--- config.mk ---
export PLATFORM = sky130hd
export DESIGN_NAME = clk_mode_div
export DESIGN_NICKNAME = d
export VERILOG_FILES = /design/src/rtl/clk_mode_div_pkg.sv /design/src/rtl/cmd_osc_gate.sv /design/src/rtl/cmd_mode_sel.sv /design/src/rtl/cmd_phase_div.sv /design/src/rtl/clk_mode_div.sv
export SDC_FILE = /design/constraint.sdc
export NUM_CORES = 1
export LEC_CHECK = 0
export ABC_AREA = 1
export CORE_AREA = 2 2 39 41
export CTS_BUF_LIST = sky130_fd_sc_hd__clkbuf_8
export DETAILED_ROUTE_END_ITERATION = 7
export DIE_AREA = 0 0 41 43
export SLEW_MARGIN = 20
export SYNTH_ARGS = -nofsm -noshare
export SYNTH_HDL_FRONTEND = slang
export SYNTH_HIERARCHICAL = 1
export SYNTH_SLANG_ARGS = --single-unit
--- constraint.sdc ---
create_clock -name clk -period 1.71 [get_ports clk]
set_input_delay 0.513 -clock clk [delete_from_list [all_inputs] [get_ports clk]]
set_output_delay 0.513 -clock clk [all_outputs]
set_load 0.005 [all_outputs]
--- src/rtl/clk_mode_div_pkg.sv ---
package clk_mode_div_pkg;

  typedef enum logic [1:0] {
    MD_MID  = 2'b00,
    MD_HIGH = 2'b01,
    MD_LOW  = 2'b10,
    MD_RSV  = 2'b11
  } clk_mode_e;

endpackage

--- src/rtl/cmd_osc_gate.sv ---
module cmd_osc_gate
  import clk_mode_div_pkg::*;
(
  input  logic      clk,
  input  logic      rst,
  input  logic      main_stop_req,
  input  logic      sub_en,
  input  clk_mode_e mode_act,
  output logic      main_on,
  output logic      sub_on
);

  logic in_low;
  assign in_low = (mode_act == MD_LOW);

  // main gated off only while the sub clock drives the core
  always_ff @(posedge clk) begin
    if (rst) begin
      main_on <= 1'b1;
      sub_on  <= 1'b0;
    end else begin
      main_on <= !(main_stop_req && in_low);
      sub_on  <= sub_en || in_low;
    end
  end

endmodule

--- src/rtl/cmd_mode_sel.sv ---
module cmd_mode_sel
  import clk_mode_div_pkg::*;
(
  input  logic      clk,
  input  logic      rst,
  input  logic [1:0] mode_req,
  input  logic      term,
  input  logic      main_on,
  input  logic      main_stop_req,
  input  logic      sub_on,
  input  logic      sub_en,
  output clk_mode_e mode_act
);

  clk_mode_e req_m;
  logic      req_ok;

  assign req_m = clk_mode_e'(mode_req);

  always_comb begin
    unique case (req_m)
      MD_MID, MD_HIGH: req_ok = main_on && !main_stop_req;
      MD_LOW:          req_ok = sub_on && sub_en;
      default:         req_ok = 1'b0;
    endcase
  end

  always_ff @(posedge clk) begin
    if (rst)
      mode_act <= MD_MID;
    else if (term && req_ok)
      mode_act <= req_m;
  end

endmodule

--- src/rtl/cmd_phase_div.sv ---
module cmd_phase_div
  import clk_mode_div_pkg::*;
#(
  parameter int DIV_MID  = 8,
  parameter int DIV_HIGH = 2,
  parameter int DIV_LOW  = 2
) (
  input  logic      clk,
  input  logic      rst,
  input  logic      main_tick,
  input  logic      sub_tick,
  input  logic      main_on,
  input  logic      sub_on,
  input  clk_mode_e mode_act,
  output logic      term,
  output logic      phi_en
);

  localparam int MAX_AB = (DIV_MID > DIV_HIGH) ? DIV_MID : DIV_HIGH;
  localparam int MAX_D  = (MAX_AB > DIV_LOW) ? MAX_AB : DIV_LOW;
  localparam int CNT_W  = (MAX_D > 2) ? $clog2(MAX_D) : 1;
  localparam logic [CNT_W-1:0] LIM_MID  = CNT_W'(DIV_MID - 1);
  localparam logic [CNT_W-1:0] LIM_HIGH = CNT_W'(DIV_HIGH - 1);
  localparam logic [CNT_W-1:0] LIM_LOW  = CNT_W'(DIV_LOW - 1);

  logic [CNT_W-1:0] cnt;
  logic [CNT_W-1:0] lim;
  logic             src_tick;

  always_comb begin
    unique case (mode_act)
      MD_HIGH: begin lim = LIM_HIGH; src_tick = main_tick && main_on; end
      MD_LOW:  begin lim = LIM_LOW;  src_tick = sub_tick && sub_on;   end
      default: begin lim = LIM_MID;  src_tick = main_tick && main_on; end
    endcase
  end

  assign term = src_tick && (cnt == lim);

  always_ff @(posedge clk) begin
    if (rst) begin
      cnt    <= '0;
      phi_en <= 1'b0;
    end else begin
      phi_en <= term;
      if (term)
        cnt <= '0;
      else if (src_tick)
        cnt <= cnt + 1'b1;
    end
  end

endmodule

--- src/rtl/clk_mode_div.sv ---
module clk_mode_div
  import clk_mode_div_pkg::*;
#(
  parameter int DIV_MID  = 8,
  parameter int DIV_HIGH = 2,
  parameter int DIV_LOW  = 2
) (
  input  logic       clk,
  input  logic       rst,
  input  logic       main_tick,
  input  logic       sub_tick,
  input  logic [1:0] mode_req,
  input  logic       main_stop_req,
  input  logic       sub_en,
  output logic       phi_en,
  output logic [1:0] mode_now,
  output logic       main_on,
  output logic       sub_on
);

  clk_mode_e mode_act;
  logic      term;

  cmd_osc_gate u_gate (
    .clk           (clk),
    .rst           (rst),
    .main_stop_req (main_stop_req),
    .sub_en        (sub_en),
    .mode_act      (mode_act),
    .main_on       (main_on),
    .sub_on        (sub_on)
  );

  cmd_mode_sel u_sel (
    .clk           (clk),
    .rst           (rst),
    .mode_req      (mode_req),
    .term          (term),
    .main_on       (main_on),
    .main_stop_req (main_stop_req),
    .sub_on        (sub_on),
    .sub_en        (sub_en),
    .mode_act      (mode_act)
  );

  cmd_phase_div #(
    .DIV_MID  (DIV_MID),
    .DIV_HIGH (DIV_HIGH),
    .DIV_LOW  (DIV_LOW)
  ) u_div (
    .clk       (clk),
    .rst       (rst),
    .main_tick (main_tick),
    .sub_tick  (sub_tick),
    .main_on   (main_on),
    .sub_on    (sub_on),
    .mode_act  (mode_act),
    .term      (term),
    .phi_en    (phi_en)
  );

  assign mode_now = mode_act;

endmodule

# Word-level counts from Yosys, hierarchy flattened
# Cells that the tools add are included.
# W data, S select, Z words.
word_totals:
  output_inout_bits: 5
  regBits: 8
  wordCells: 28
  in_bits: 8
classes:
  muxes: 3
  n_addsub: 1
  n_reduce_logical: 14
  n_eq_ne: 5
ops:
  columns: ["op", "count"]
  rows:
  - ["$logic_and A1 B1 Y1", 7]
  - ["$reduce_or A2 Y1", 3]
  - ["$eq A2 B1 Y1 const B", 2]
  - ["$eq A2 B2 Y1 const B", 2]
  - ["$add A3 B1 Y3 const B", 1]
  - ["$eq A3 B3 Y1", 1]
  - ["$mux W3", 1]
  - ["$logic_not A1 Y1", 2]
  - ["$logic_not A2 Y1", 1]
  - ["$pmux W1 S2", 1]
  - ["$logic_or A1 B1 Y1", 1]
  - ["$mux W1", 1]

# Depth between registers and ports, before layout
depth:
  depth_word: 6
  mapped_depth: 10
  depth_no_buf: 10

# Modules after synthesis
# Netlist, hierarchy kept.
modules_own_cells:
  columns: ["mod", "cells_each", "seq_area_each_um2", "area_each_um2", "n_inst"]
  rows:
  - ["cmd_phase_div", 38, 80.1, 257.7, 1]
  - ["cmd_mode_sel", 19, 40.0, 117.6, 1]
  - ["cmd_osc_gate", 8, 40.0, 72.6, 1]

# Least setup slack after synthesis
# OpenSTA, ideal clock, no wires.
synth_timing:
  path_kind: "register -> register"
  start: "reg u_sel.mode_act[0]"
  end: "reg u_sel.mode_act[1]"
  path_stages_with_launch: 11
  synth_period_minus_slack_ns: 1.353
  setup_slack_ns: 0.357
  setup_time_ns: 0.115
  n_path_buf: 0
  t_arrival_ns: 1.238
  t_required_ns: 1.595
  cell_sequence: "dfxtp_1 > inv_1 > ha_1 > nor2_1 > nand2_1 > nand2_1 > nand3_2 > inv_1 > nand3_1 > nand2_1 > nor2_1"
synth_via:
  elab_chain_cells: 6
  elab_cells_between_ends: 8
  classes_between: "eq/ne (3); mux (2); reduce/logical (3)"
synth_lines:
  columns: ["item", "line", "text"]
  rows:
  - ["from (decl)", "cmd_mode_sel.sv:12", "output clk_mode_e mode_act"]
  - ["from (signal assigned)", "cmd_mode_sel.sv:32", "mode_act <= req_m;"]
  - ["$eq A2 B2 Y1 or $eq A2 B1 Y1 (tied branches)", "cmd_phase_div.sv:31", "unique case (mode_act)"]
  - ["$reduce_or A2 Y1 (no source line)", null, null]
  - ["$mux W3", "cmd_phase_div.sv:31", null]
  - ["$eq A3 B3 Y1", "cmd_phase_div.sv:38", "assign term = src_tick && (cnt == lim);"]
  - ["$logic_and A1 B1 Y1 *", "cmd_phase_div.sv:38", null]
  - ["net term", "clk_mode_div.sv:22", "logic term;"]
  - ["$logic_and A1 B1 Y1 *", "cmd_mode_sel.sv:31", "else if (term && req_ok)"]
# The timed path passes the listed nets; every way through them passes the cells marked *.
# A chain may end at the register's enable or synchronous reset.

# Worst setup path after layout
layout_timing:
  start: "reg u_sel.mode_act[0]"
  end: "out mode_now[0]"
layout_lines:
  columns: ["item", "line", "text"]
  rows:
  - ["to (decl)", "clk_mode_div.sv:16", "output logic [1:0] mode_now,"]
# No word-level cell between the ends.

==> impl_metrics.env <==
export IMPL_status="finished, final reports clean"
export IMPL_synth_avg_cell_area_sq_um=6.891
export IMPL_crit_chain="clkdlybuf4s50_1"
export IMPL_grt_pass1_wl_microns=1393
export IMPL_p_int_uw=375.8
export IMPL_pwr_share_clk_pct=46.7
export IMPL_netlist_area_sq_um=447.9
export IMPL_ff2ff_setup_slack_ps=230
export IMPL_tightest_slew_ps=216.5
export IMPL_p_switching_uw=97.14
export IMPL_timing_setup_tns_ps=0
export IMPL_drtAntennaViolNets=0
export IMPL_synth_seq_cells=8
export IMPL_viasPerCell=4.400
export IMPL_post_route_period_util_pct=96.46
export IMPL_slowest_delay_ps=530
export IMPL_power_density_nw_per_um2=715.8
export IMPL_diodes=0
export IMPL_crit_family="buffers and inverters"
export IMPL_io_buffers=12
export IMPL_syn2layout_area_growth_pct=47.49
export IMPL_post_cts_buffers=0
export IMPL_start_util_pct=32.37
export IMPL_power_frac_seq_pct=42.0
export IMPL_r2r_end="u_sel/mode_act[0]"
export IMPL_dieArea_sq_um=1763
export IMPL_gp_congestion=0.6881
export IMPL_ctsLongestPathBuffers=2
export IMPL_root_buffer="clkbuf_8"
export IMPL_hold_depth=1
export IMPL_use_met1_pct=11.65
export IMPL_slowest_stage="clkdlybuf4s50_1"
export IMPL_pwr_share_comb_pct=11.4
export IMPL_skew_ps=4.939
export IMPL_synth_nets=75
export IMPL_use_met2_pct=20.31
export IMPL_via_count=440
export IMPL_leakagePower_nw=0.3119
export IMPL_yosysUniqueCellTypes=16
export IMPL_holdPathEnd="u_gate/main_on"
export IMPL_routedWlPerCell_microns=9.040
export IMPL_crit_fanout=4
export IMPL_cp_start_kind="flip-flop"
export IMPL_cts_buffers=3
export IMPL_syn_inst=65
export IMPL_required_ps=1200
export IMPL_hp_class="flip-flop to flip-flop"
export IMPL_ir_drop_mv=0.3143
export IMPL_final_cell_mix="inv_1, nand2_1, clkdlybuf4s50_1"
export IMPL_grt_overflow_total=0
export IMPL_htreeDepth=1
export IMPL_drc=0
export IMPL_path_class="flip-flop to primary output"
export IMPL_r2r_start="u_sel/mode_act[0]"
export IMPL_rows=14
export IMPL_path_clk_slew_ps=40
export IMPL_clock_sinks=8
export IMPL_cts_tree="yes"
export IMPL_post_dp_hpwl_microns=734.9
export IMPL_boundaryPins=13
export IMPL_yosys_warnings=6
export IMPL_drive_gt1_share_pct=22.62
export IMPL_track_usage_pct=12.07
export IMPL_top_usage_layer="met2"
export IMPL_r2r_cells=10
export IMPL_grt_pass1_vias=398
export IMPL_min_from="u_sel/mode_act[1]"
export IMPL_timing_fmax_mhz=606.3
export IMPL_fin_crit_ps=1649
export IMPL_critPathLaunch="u_sel/mode_act[0]"
export IMPL_detailedPlace_worstSlack_ps=53.98
export IMPL_max_cap_violations=0
export IMPL_die_h_microns=43
export IMPL_nets=96
export IMPL_fillers=143
export IMPL_slew_headroom_pct=85.52
export IMPL_cp_num_buf_inv=1
export IMPL_fin_ws_ps=60.61
export IMPL_hold_violations=0
export IMPL_use_met3_pct=2.094
export IMPL_grt_antenna_before_repair=0
export IMPL_critPathCaptureType="primary output"
export IMPL_clock_latency_ps=230
export IMPL_switching_share_pct=20.54
export IMPL_dr_pass1_iters=4
export IMPL_finalSetupViolations=0
export IMPL_wirelength_microns=904
export IMPL_slew_viol_final=0
export IMPL_drt_initial_drc_count=6
export IMPL_die_w_microns=41
export IMPL_grt_max_degree=6
export IMPL_rsz0062_at_grt="false"
export IMPL_critical_path_arrival_ps=1140
export IMPL_core_area_sq_um=1384
export IMPL_ys_seq_area_share_pct=35.75
[layout make-up]
class	instances	area (sq um)	area share [%]
clock buffers	3	41.29	6.250
multi-input cells	42	231.5	35.04
inverters	15	56.30	8.523
repair buffers	16	150.1	22.73
well taps	16	20.02	3.030
flip-flops and latches	8	161.4	24.43
[through the flow]
stage / utilization [%] / area, sq um / power (mW) / std cells / hold WS (ps)
2_1_floorplan: - / 447.9 / 0.2257 / 65 / 457.1
3_3_place_gp: 44.67 / 618.1 / 0.2549 / 97 / 492.5
3_5_place_dp: 44.67 / 618.1 / 0.2561 / 97 / 480.4
4_1_cts: 47.65 / 659.4 / 0.4851 / 100 / 488.2
5_1_grt: 47.74 / 660.6 / 0.4988 / 100 / 483.9
6_report: 47.74 / 660.6 / 0.4729 / 100 / 446.9
[how the worst max path moves through the flow]
stage / cells after the start / end / slack, ps
6_report: 1 / mode_now[0] / 60
4_1_cts: 1 / mode_now[1] / 1
3_5_place_dp: 8 / u_sel/mode_act[0] / 50
5_1_grt: 1 / mode_now[0] / 30
3_3_place_gp: 8 / u_sel/mode_act[0] / 60
2_1_floorplan: 10 / u_sel/mode_act[1] / 360
[metal layers]
layer / vias to the layer above / share of wire, %
li1: 237 / -
met1: 190 / 44
met2: 11 / 49
met3: 2 / 5.6
met4: 0 / 1.5
met5: - / 0
[logic make-up (layout without fill, tap and decap cells)]
logic type,Yosys count,in the layout,synth area share (%)
AO/OA/AOI/OAI,5,5,6.983
adder cells (fa/ha/maj),2,2,5.586
buffers and inverters,15,34,12.57
flip-flops,8,8,35.75
AND/OR/NAND/NOR,35,35,39.11
[cells in the mapped netlist]
master	instances	area, sq um
dfxtp_1	8	160.2
ha_1	2	25.02
a21oi_1	2	10.01
o21ai_0	1	5.000
inv_1	13	48.80
nor2_1	7	26.28
nand3_1	5	25.02
nand2_2	4	25.02
a21oi_2	1	8.760
nand2_1	13	48.80
nand4_1	1	6.260
nand3b_1	1	7.510
nand3_2	3	30.03
inv_2	2	7.510
a21boi_0	1	7.510
nor2_2	1	6.260
[power groups by stage]
stage	clock, mW	combinational, mW	sequential, mW
after floorplan	0	0.0254	0.200
after global placement	0	0.0534	0.201
after detailed placement	0	0.0545	0.202
after CTS	0.232	0.0548	0.198
after global routing	0.239	0.0612	0.199
final	0.221	0.0538	0.198
[registers in the layout, indices dropped and copies added, names as in the netlist]
signal and flops:
u_gate/sub_on 1, u_sel/mode_act 2, u_gate/main_on 1, u_div/cnt 3
u_div/phi_en 1
[worst register-to-register path: cells and delay by family, from the launching register on]
kind	cells	cell delay [ps]
fa+ha+maj	1	320
buf+inv	2	180
flops	1	390
simple gates	7	490
[what timing repair did]
| item | in CTS | in global routing |
|---|---|---|
| endpoints found under the setup margin | 0 | 1 |
| hold buffers | 0 | 0 |
| gates resized for setup | 0 | 1 |
(Power assumes the default switching activity.)
